<file path="config.mk">
export PLATFORM = sky130hd
export DESIGN_NAME = pwm_burst_gen
export DESIGN_NICKNAME = d
export VERILOG_FILES = /design/src/rtl/pwm_burst_pkg.sv /design/src/rtl/pwm_us_tick.sv /design/src/rtl/pwm_time_regs.sv /design/src/rtl/pwm_phase_seq.sv /design/src/rtl/pwm_burst_gen.sv
export SDC_FILE = /design/constraint.sdc
export NUM_CORES = 1
export LEC_CHECK = 0
export BUFFER_PORTS_ARGS = -buffer_cell sky130_fd_sc_hd__buf_2
export CORE_UTILIZATION = 62
export CTS_CLUSTER_SIZE = 10
export DETAILED_ROUTE_END_ITERATION = 12
export PLACE_DENSITY_LB_ADDON = 0.25
export SYNTH_ARGS = -nofsm -noshare
export SYNTH_HDL_FRONTEND = slang
export SYNTH_SLANG_ARGS = --single-unit
</file>
<file path="constraint.sdc">
create_clock -name clk -period 5.5 [get_ports clk]
set_input_delay 0.275 -clock clk [delete_from_list [all_inputs] [get_ports clk]]
set_output_delay 0.275 -clock clk [all_outputs]
set_load 0.03 [all_outputs]
</file>
<file path="src/rtl/pwm_burst_pkg.sv">
// Shared types for the microsecond PWM generator.
// Assumes nothing beyond IEEE 1800-2017 packages.
package pwm_burst_pkg;

    // Sequencer phases: stopped, driving high, driving low, running with zero-length period
    typedef enum logic [1:0] {
        PH_IDLE = 2'd0,
        PH_HIGH = 2'd1,
        PH_LOW  = 2'd2,
        PH_HOLD = 2'd3
    } phase_e;

endpackage

</file>
<file path="src/rtl/pwm_us_tick.sv">
// Microsecond tick prescaler.
// Emits a one-cycle tick every CLK_PER_US cycles while 'active' is high.
// Held at zero while inactive, so the first tick after starting arrives
// exactly CLK_PER_US cycles after the start edge.
module pwm_us_tick #(
    parameter int CLK_PER_US = 125
) (
    input  logic clk,
    input  logic rst_n,
    input  logic active,
    output logic tick
);
    localparam int CNT_W = (CLK_PER_US > 1) ? $clog2(CLK_PER_US) : 1;
    localparam logic [CNT_W-1:0] LAST = CNT_W'(CLK_PER_US - 1);

    logic [CNT_W-1:0] div_q;

    // Divide the clock down to one count per microsecond
    always_ff @(posedge clk) begin
        if (!rst_n) begin
            div_q <= '0;
        end else if (!active || div_q == LAST) begin
            div_q <= '0;
        end else begin
            div_q <= div_q + 1'b1;
        end
    end

    assign tick = active && (div_q == LAST);

endmodule

</file>
<file path="src/rtl/pwm_time_regs.sv">
// Byte-wise holding registers for the high and low times.
// Select values 0..NB-1 address the high-time bytes (least significant
// first), NB..2*NB-1 the low-time bytes. Assumes TIME_W is a multiple of BYTE_W.
module pwm_time_regs #(
    parameter int TIME_W = 16,
    parameter int BYTE_W = 8,
    parameter int SEL_W  = 2
) (
    input  logic              clk,
    input  logic              rst_n,
    input  logic              we,
    input  logic [SEL_W-1:0]  sel,
    input  logic [BYTE_W-1:0] wdata,
    output logic [TIME_W-1:0] hi_time,
    output logic [TIME_W-1:0] lo_time
);
    localparam int NB = TIME_W / BYTE_W;

    logic [BYTE_W-1:0] byte_q [2*NB];

    for (genvar g = 0; g < 2*NB; g++) begin : g_byte
        // Load one byte when its select value is written
        always_ff @(posedge clk) begin
            if (!rst_n) begin
                byte_q[g] <= '0;
            end else if (we && sel == SEL_W'(g)) begin
                byte_q[g] <= wdata;
            end
        end
    end

    for (genvar b = 0; b < NB; b++) begin : g_pack
        assign hi_time[b*BYTE_W +: BYTE_W] = byte_q[b];
        assign lo_time[b*BYTE_W +: BYTE_W] = byte_q[NB + b];
    end

endmodule

</file>
<file path="src/rtl/pwm_phase_seq.sv">
// Phase sequencer: owns the run bit, the phase state and the tick counter.
// Times are sampled at each period start. High and low phases last their
// count in ticks. A zero-length period (both times zero) ends at the next
// tick. At period end, single-period mode clears the run bit.
module pwm_phase_seq
    import pwm_burst_pkg::*;
#(
    parameter int TIME_W = 16
) (
    input  logic              clk,
    input  logic              rst_n,
    input  logic              tick,
    input  logic              ctl_we,
    input  logic              ctl_run,
    input  logic              ctl_oneshot,
    input  logic [TIME_W-1:0] hi_time,
    input  logic [TIME_W-1:0] lo_time,
    output logic              pwm_out,
    output logic              run_q
);
    localparam logic [TIME_W-1:0] ONE = TIME_W'(1);

    phase_e            phase_q, phase_n;
    logic [TIME_W-1:0] cnt_q, cnt_n;
    logic [TIME_W-1:0] lo_act_q, lo_act_n;
    logic              run_n;

    phase_e            st_phase;
    logic [TIME_W-1:0] st_cnt;
    logic              last_tick;

    // First phase of a fresh period, taken from the holding registers
    always_comb begin
        if (hi_time != '0) begin
            st_phase = PH_HIGH;
            st_cnt   = hi_time;
        end else if (lo_time != '0) begin
            st_phase = PH_LOW;
            st_cnt   = lo_time;
        end else begin
            st_phase = PH_HOLD;
            st_cnt   = '0;
        end
    end

    assign last_tick = tick && (cnt_q == ONE);

    // Next-state decision for run bit, phase, counter and latched low time
    always_comb begin
        run_n    = run_q;
        phase_n  = phase_q;
        cnt_n    = cnt_q;
        lo_act_n = lo_act_q;
        if (ctl_we && !ctl_run) begin
            run_n   = 1'b0;
            phase_n = PH_IDLE;
            cnt_n   = '0;
        end else if (ctl_we && ctl_run && !run_q) begin
            run_n    = 1'b1;
            phase_n  = st_phase;
            cnt_n    = st_cnt;
            lo_act_n = lo_time;
        end else if (run_q && tick) begin
            if (phase_q == PH_HIGH && !last_tick) begin
                cnt_n = cnt_q - 1'b1;
            end else if (phase_q == PH_HIGH && lo_act_q != '0) begin
                phase_n = PH_LOW;
                cnt_n   = lo_act_q;
            end else if (phase_q == PH_LOW && !last_tick) begin
                cnt_n = cnt_q - 1'b1;
            end else if (ctl_oneshot) begin
                run_n   = 1'b0;
                phase_n = PH_IDLE;
                cnt_n   = '0;
            end else begin
                phase_n  = st_phase;
                cnt_n    = st_cnt;
                lo_act_n = lo_time;
            end
        end
    end

    // Register the sequencer state
    always_ff @(posedge clk) begin
        if (!rst_n) begin
            run_q    <= 1'b0;
            phase_q  <= PH_IDLE;
            cnt_q    <= '0;
            lo_act_q <= '0;
        end else begin
            run_q    <= run_n;
            phase_q  <= phase_n;
            cnt_q    <= cnt_n;
            lo_act_q <= lo_act_n;
        end
    end

    assign pwm_out = (phase_q == PH_HIGH);

endmodule

</file>
<file path="src/rtl/pwm_burst_gen.sv">
// Top of the microsecond PWM generator.
// Connects the time holding registers, the microsecond prescaler and the
// phase sequencer. Assumes CLK_PER_US >= 1 and TIME_W a multiple of BYTE_W.
module pwm_burst_gen #(
    parameter int CLK_PER_US = 125,
    parameter int TIME_W     = 16,
    parameter int BYTE_W     = 8,
    localparam int SEL_W     = $clog2(2 * (TIME_W / BYTE_W))
) (
    input  logic              clk,
    input  logic              rst_n,
    input  logic              cfg_we,
    input  logic [SEL_W-1:0]  cfg_sel,
    input  logic [BYTE_W-1:0] cfg_wdata,
    input  logic              ctl_we,
    input  logic              ctl_run,
    input  logic              ctl_oneshot,
    output logic              pwm_out,
    output logic              run_status
);
    logic [TIME_W-1:0] hi_time;
    logic [TIME_W-1:0] lo_time;
    logic              us_tick;
    logic              run_q;

    pwm_time_regs #(
        .TIME_W (TIME_W),
        .BYTE_W (BYTE_W),
        .SEL_W  (SEL_W)
    ) u_regs (
        .clk     (clk),
        .rst_n   (rst_n),
        .we      (cfg_we),
        .sel     (cfg_sel),
        .wdata   (cfg_wdata),
        .hi_time (hi_time),
        .lo_time (lo_time)
    );

    pwm_us_tick #(
        .CLK_PER_US (CLK_PER_US)
    ) u_tick (
        .clk    (clk),
        .rst_n  (rst_n),
        .active (run_q),
        .tick   (us_tick)
    );

    pwm_phase_seq #(
        .TIME_W (TIME_W)
    ) u_seq (
        .clk         (clk),
        .rst_n       (rst_n),
        .tick        (us_tick),
        .ctl_we      (ctl_we),
        .ctl_run     (ctl_run),
        .ctl_oneshot (ctl_oneshot),
        .hi_time     (hi_time),
        .lo_time     (lo_time),
        .pwm_out     (pwm_out),
        .run_q       (run_q)
    );

    assign run_status = run_q;

endmodule

</file>
==> results by stage <==
Status:
- The run finished with clean final reports.

Detailed routing:
- For this block, the routed nets add up to 9430 um of wire.
- Wire segments on met3 add up to roughly 750 um in the final route.
- The mean routed wirelength per cell is 18.6 um.
- In the routed design, unresolved DRC markers number 0.
- Before antenna repair, the detailed router went through 5 iterations.
- For this block, the initial DRC count from the detailed router was between 400 and 500.
- In this run the remaining antenna-violating nets after routing total 0.
- Using the TritonRoute via totals, the vias-per-cell ratio works out to 6.44.
- The routed layout has approximately 3,300 vias.
- The uppermost layer routed is met4.
- For this block, wires on met1 add up to between 4000 and 5000 um.
- Wire segments on met2 add up to 4420 um in the final route.

Setup path:
- The highest net fanout along the worst path is 13.
- The setup path with the least slack is of type flip-flop to flip-flop.
- Counting both buffers and inverters, the worst setup path holds a total of 1.
- The critical path starts at u_tick.div_q[0].
- The critical path runs through a total of 8 cells.
- STA classifies the critical path startpoint as a flip-flop.
- Data on the critical path is required at its endpoint by 5.70 ns.
- The top cell family by delay on the critical path is compound AO/OA/AOI/OAI gates.
- The worst register-to-register path begins at u_tick.div_q[0].
- The worst path arrival time is around 3.0 ns.
- The slowest stage of the critical path belongs to the cell sky130_fd_sc_hd__o21ai_2.
- STA classifies the critical path endpoint as a flip-flop.
- Walking the worst path, the cells encountered are inv_1 -> ha_1 -> and4_1 -> nand4_1 -> o21ai_2 -> nand2_1 -> a221oi_1 -> a211oi_1.
- The number of cells traversed by the worst register-to-register path is 8.
- The critical path's largest stage delay is between 0.6 and 0.7 ns.

Yosys:
- The total number of yosys warnings is 0.
- The synthesized design contains 74 register bits.
- The cell area after synthesis is between 4000 and 5000 sq um.
- The count of distinct cell types in the synthesized netlist is 65.
- After synthesis, the cell types taking the most area are sky130_fd_sc_hd__edfxtp_1, sky130_fd_sc_hd__dfxtp_1, sky130_fd_sc_hd__and2_1.
- When the netlist entered floorplanning its net count stood at between 400 and 500.
- The share of the Yosys chip area taken by registers is ~44%.
- In the synthesized netlist the dominant register cell turns out to be sky130_fd_sc_hd__dfxtp_1.
- The number of flops mapped to enable cells by yosys is 32.
- The share of the synthesized area in the top cell type is 23.7%.
- The average instance in the mapped netlist occupies roughly 9.7 sq um.
- After technology mapping, the gate count stands at ~420.
- The async set or reset register ratio after synthesis is 0%.
- The library cell occupying the most area in the post-synthesis netlist is sky130_fd_sc_hd__edfxtp_1.

Power:
- The clock network is responsible for 37.0% of the overall power.
- The maximum resistive drop on vdd is approximately 0.21 mV.
- Internal power comes to ~950 uW.
- The static leakage power is 0.00168 uW.
- The net switching power is 350 uW.
- Combinational logic burns 14.2% of the power.
- The switching power as a share of total power is a little over a quarter.
- The sequential share of power is 48.7%.
- The power per unit of standard cell area is 297 nW/um^2.

CTS:
- The clock buffer count from CTS is 9.
- The post-CTS repair timing setup buffer count is 0.
- At the later pin of the worst-skew pair, clock insertion delay measures ~0.34 ns.
- The TritonCTS clock tree is built.
- The number of sinks driven by the clock tree is 74.
- In this run, post-CTS repair resized a total of 0 instances.
- The maximum buffer depth of the clock tree is 2.
- After clock tree synthesis, the clock-pin slew on the worst setup and hold paths is 0.08 ns.
- The deepest level of the CTS H-tree is 3.
- The number of buffers inserted by hold repair at cts is 0.
- The cell chosen for the clock root is sky130_fd_sc_hd__clkbuf_8.

Timing:
- In this run the tightest slew margin relative to its limit is between 20% and 30%.
- The hold violation count in the final report is 0.
- Once routing completed, OpenROAD measured the worst setup slack at between 2 and 3 ns.
- Clock skew on the completed layout was measured at approximately 0.0075 ns.
- Setup repair after global routing left no endpoint under its margin.
- The post-route clock period utilization is between 50 and 60%.
- The max-slew violation count was 0.
- The transition time at the pin with the least slew margin is around 1.1 ns.
- After routing, the total negative slack on setup checks comes to 0 ns.
- After layout, the minimum clock period comes to between 2 and 3 ns.
- The count of endpoints failing setup in the final report is 0.
- For this run, the top clock speed supported by timing is around 0.36 GHz.

Finish:
- Compared with the post-synthesis result, the final layout area differs by 7.62%.
- The library cells used most frequently in the layout, excluding fill and tap cells, are sky130_fd_sc_hd__dfxtp_1, sky130_fd_sc_hd__nor2_1, sky130_fd_sc_hd__and2_1.
- The leading cell type in the layout, fill and taps excluded is sky130_fd_sc_hd__dfxtp_1.
- Of the cells placed in the final design, the portion with a size suffix greater than 1 is 13.5%.
- The number of antenna repair diodes is 0.
- The net total in the final layout is 444.

Floorplanning:
- The floorplan step set the die height to ~83 um.
- The floorplan has 29 rows.
- The core region is 6350 sq um.
- The die area is 6870 sq um.
- 18 I/O pins were placed.
- The starting utilization of the core area is 63.9%.
- The floorplan die width is around 83 um.

Min path:
- The class of the worst hold path is input port to flip-flop.
- The start point of the worst min-delay path is cfg_wdata[0].
- The worst hold path was traced through 2 stages.

Place:
- The number of port buffers is 17.
- Detailed placement ended at an HPWL of 6980 um.
- The setup slack at placement is 2.85 ns.
- The placer congestion estimate is 0.922.

Global routing:
- The wire length of the first global-routing pass is about 15,000 um.
- The initial antenna violation count came to 0.
- In the global route stage, overall resource usage came out at 28.0%.
- The via count of the first global-routing pass is around 3,000.
- The pin count of the biggest net entering global routing is 26.
- The final global-route overflow total is 0.

Run:
- The number of max-cap violations is 0.
## stage by stage
| stage | total power [uW] | std cells | hold WS, ns | utilization, % | instance area [sq um] |
|---|---|---|---|---|---|
| after floorplan | 775 | 417 | 0.430 | - | 4060 |
| after global placement | 820 | 490 | 0.446 | 65.2 | 4140 |
| after detailed placement | 823 | 490 | 0.457 | 65.2 | 4140 |
| after CTS | 1290 | 506 | 0.257 | 68.7 | 4370 |
| after global routing | 1340 | 506 | 0.252 | 68.7 | 4370 |
| final | 1300 | 506 | 0.261 | 68.7 | 4370 |
## final timing paths
| path | end | slack, ns |
|---|---|---|
| setup / recovery | u_seq.cnt_q[7] | 2.74 |
| hold / removal | u_regs.byte_q[1][0] | 0.26 |
| setup reg to reg | u_seq.cnt_q[7] | 2.74 |
| hold reg to reg | u_seq.phase_q[1] | 0.47 |
## power by group through the flow
| stage | logic (uW) | registers, uW | clock network, uW |
|---|---|---|---|
| 5_1_grt | 200 | 636 | 506 |
| 6_report | 185 | 632 | 480 |
| 3_3_place_gp | 177 | 642 | 0 |
| 2_1_floorplan | 141 | 634 | 0 |
| 3_5_place_dp | 179 | 644 | 0 |
| 4_1_cts | 180 | 631 | 482 |
## cells in the mapped netlist (2+ instances only)
library cell / instances
sky130_fd_sc_hd__a211oi_1: 5
sky130_fd_sc_hd__a21o_1: 5
sky130_fd_sc_hd__a21oi_1: 15
sky130_fd_sc_hd__a21oi_2: 3
sky130_fd_sc_hd__a221oi_1: 3
sky130_fd_sc_hd__a222oi_1: 2
sky130_fd_sc_hd__a2bb2oi_1: 2
sky130_fd_sc_hd__a31oi_1: 10
sky130_fd_sc_hd__a32o_1: 2
sky130_fd_sc_hd__a32oi_1: 4
sky130_fd_sc_hd__and2_1: 34
sky130_fd_sc_hd__and4_1: 4
sky130_fd_sc_hd__buf_2: 2
sky130_fd_sc_hd__buf_4: 2
sky130_fd_sc_hd__buf_6: 2
sky130_fd_sc_hd__clkbuf_1: 16
sky130_fd_sc_hd__dfxtp_1: 42
sky130_fd_sc_hd__edfxtp_1: 32
sky130_fd_sc_hd__ha_1: 4
sky130_fd_sc_hd__inv_1: 8
sky130_fd_sc_hd__mux2i_1: 16
sky130_fd_sc_hd__nand2_1: 23
sky130_fd_sc_hd__nand2b_1: 4
sky130_fd_sc_hd__nand3_1: 11
sky130_fd_sc_hd__nand4_1: 3
sky130_fd_sc_hd__nor2_1: 35
sky130_fd_sc_hd__nor2b_1: 16
sky130_fd_sc_hd__nor3_1: 12
sky130_fd_sc_hd__nor3_2: 4
sky130_fd_sc_hd__nor4_1: 16
sky130_fd_sc_hd__nor4_4: 2
sky130_fd_sc_hd__o21ai_0: 22
sky130_fd_sc_hd__o221a_2: 4
sky130_fd_sc_hd__o31ai_1: 2
sky130_fd_sc_hd__o41ai_1: 2
sky130_fd_sc_hd__o41ai_2: 2
sky130_fd_sc_hd__or2_2: 2
sky130_fd_sc_hd__or3_1: 2
sky130_fd_sc_hd__xnor2_1: 7
sky130_fd_sc_hd__xor2_1: 10
## area by class of cell
class,count,area [sq um]
clock buffers,11,141
clock inverters,5,86.3
fillers,469,1980
inverters,8,30.0
multi-input cells,313,2120
flip-flops and latches,74,1800
well taps,77,96.3
repair buffers,18,92.6
## flip-flops by register name, indices dropped and copies added, names as in the netlist
name / cells
u_seq.lo_act_q: 16
u_tick.div_q: 7
u_regs.byte_q: 32
u_seq.run_q: 1
u_seq.phase_q: 2
u_seq.cnt_q: 16
## kinds of logic (layout without fill, tap and decap cells)
logic type | after synthesis | in the layout | synth area share [%]
XOR/XNOR | 17 | 17 | 3.67
AO/OA/AOI/OAI | 102 | 102 | 18.8
flip-flops | 74 | 74 | 44.4
AND/OR/NAND/NOR | 174 | 174 | 24.6
buffers and inverters | 30 | 42 | 3.39
adder cells (fa/ha/maj) | 4 | 4 | 1.23
multiplexers | 16 | 16 | 3.95
## routing by layer
layer	GRT usage, %	vias up
met1	36.5	1480
met5	0	-
li1	-	1580
met3	6.06	22
met4	11.3	0
met2	45.4	176
Note: power is estimated with default switching activity, not from simulation.
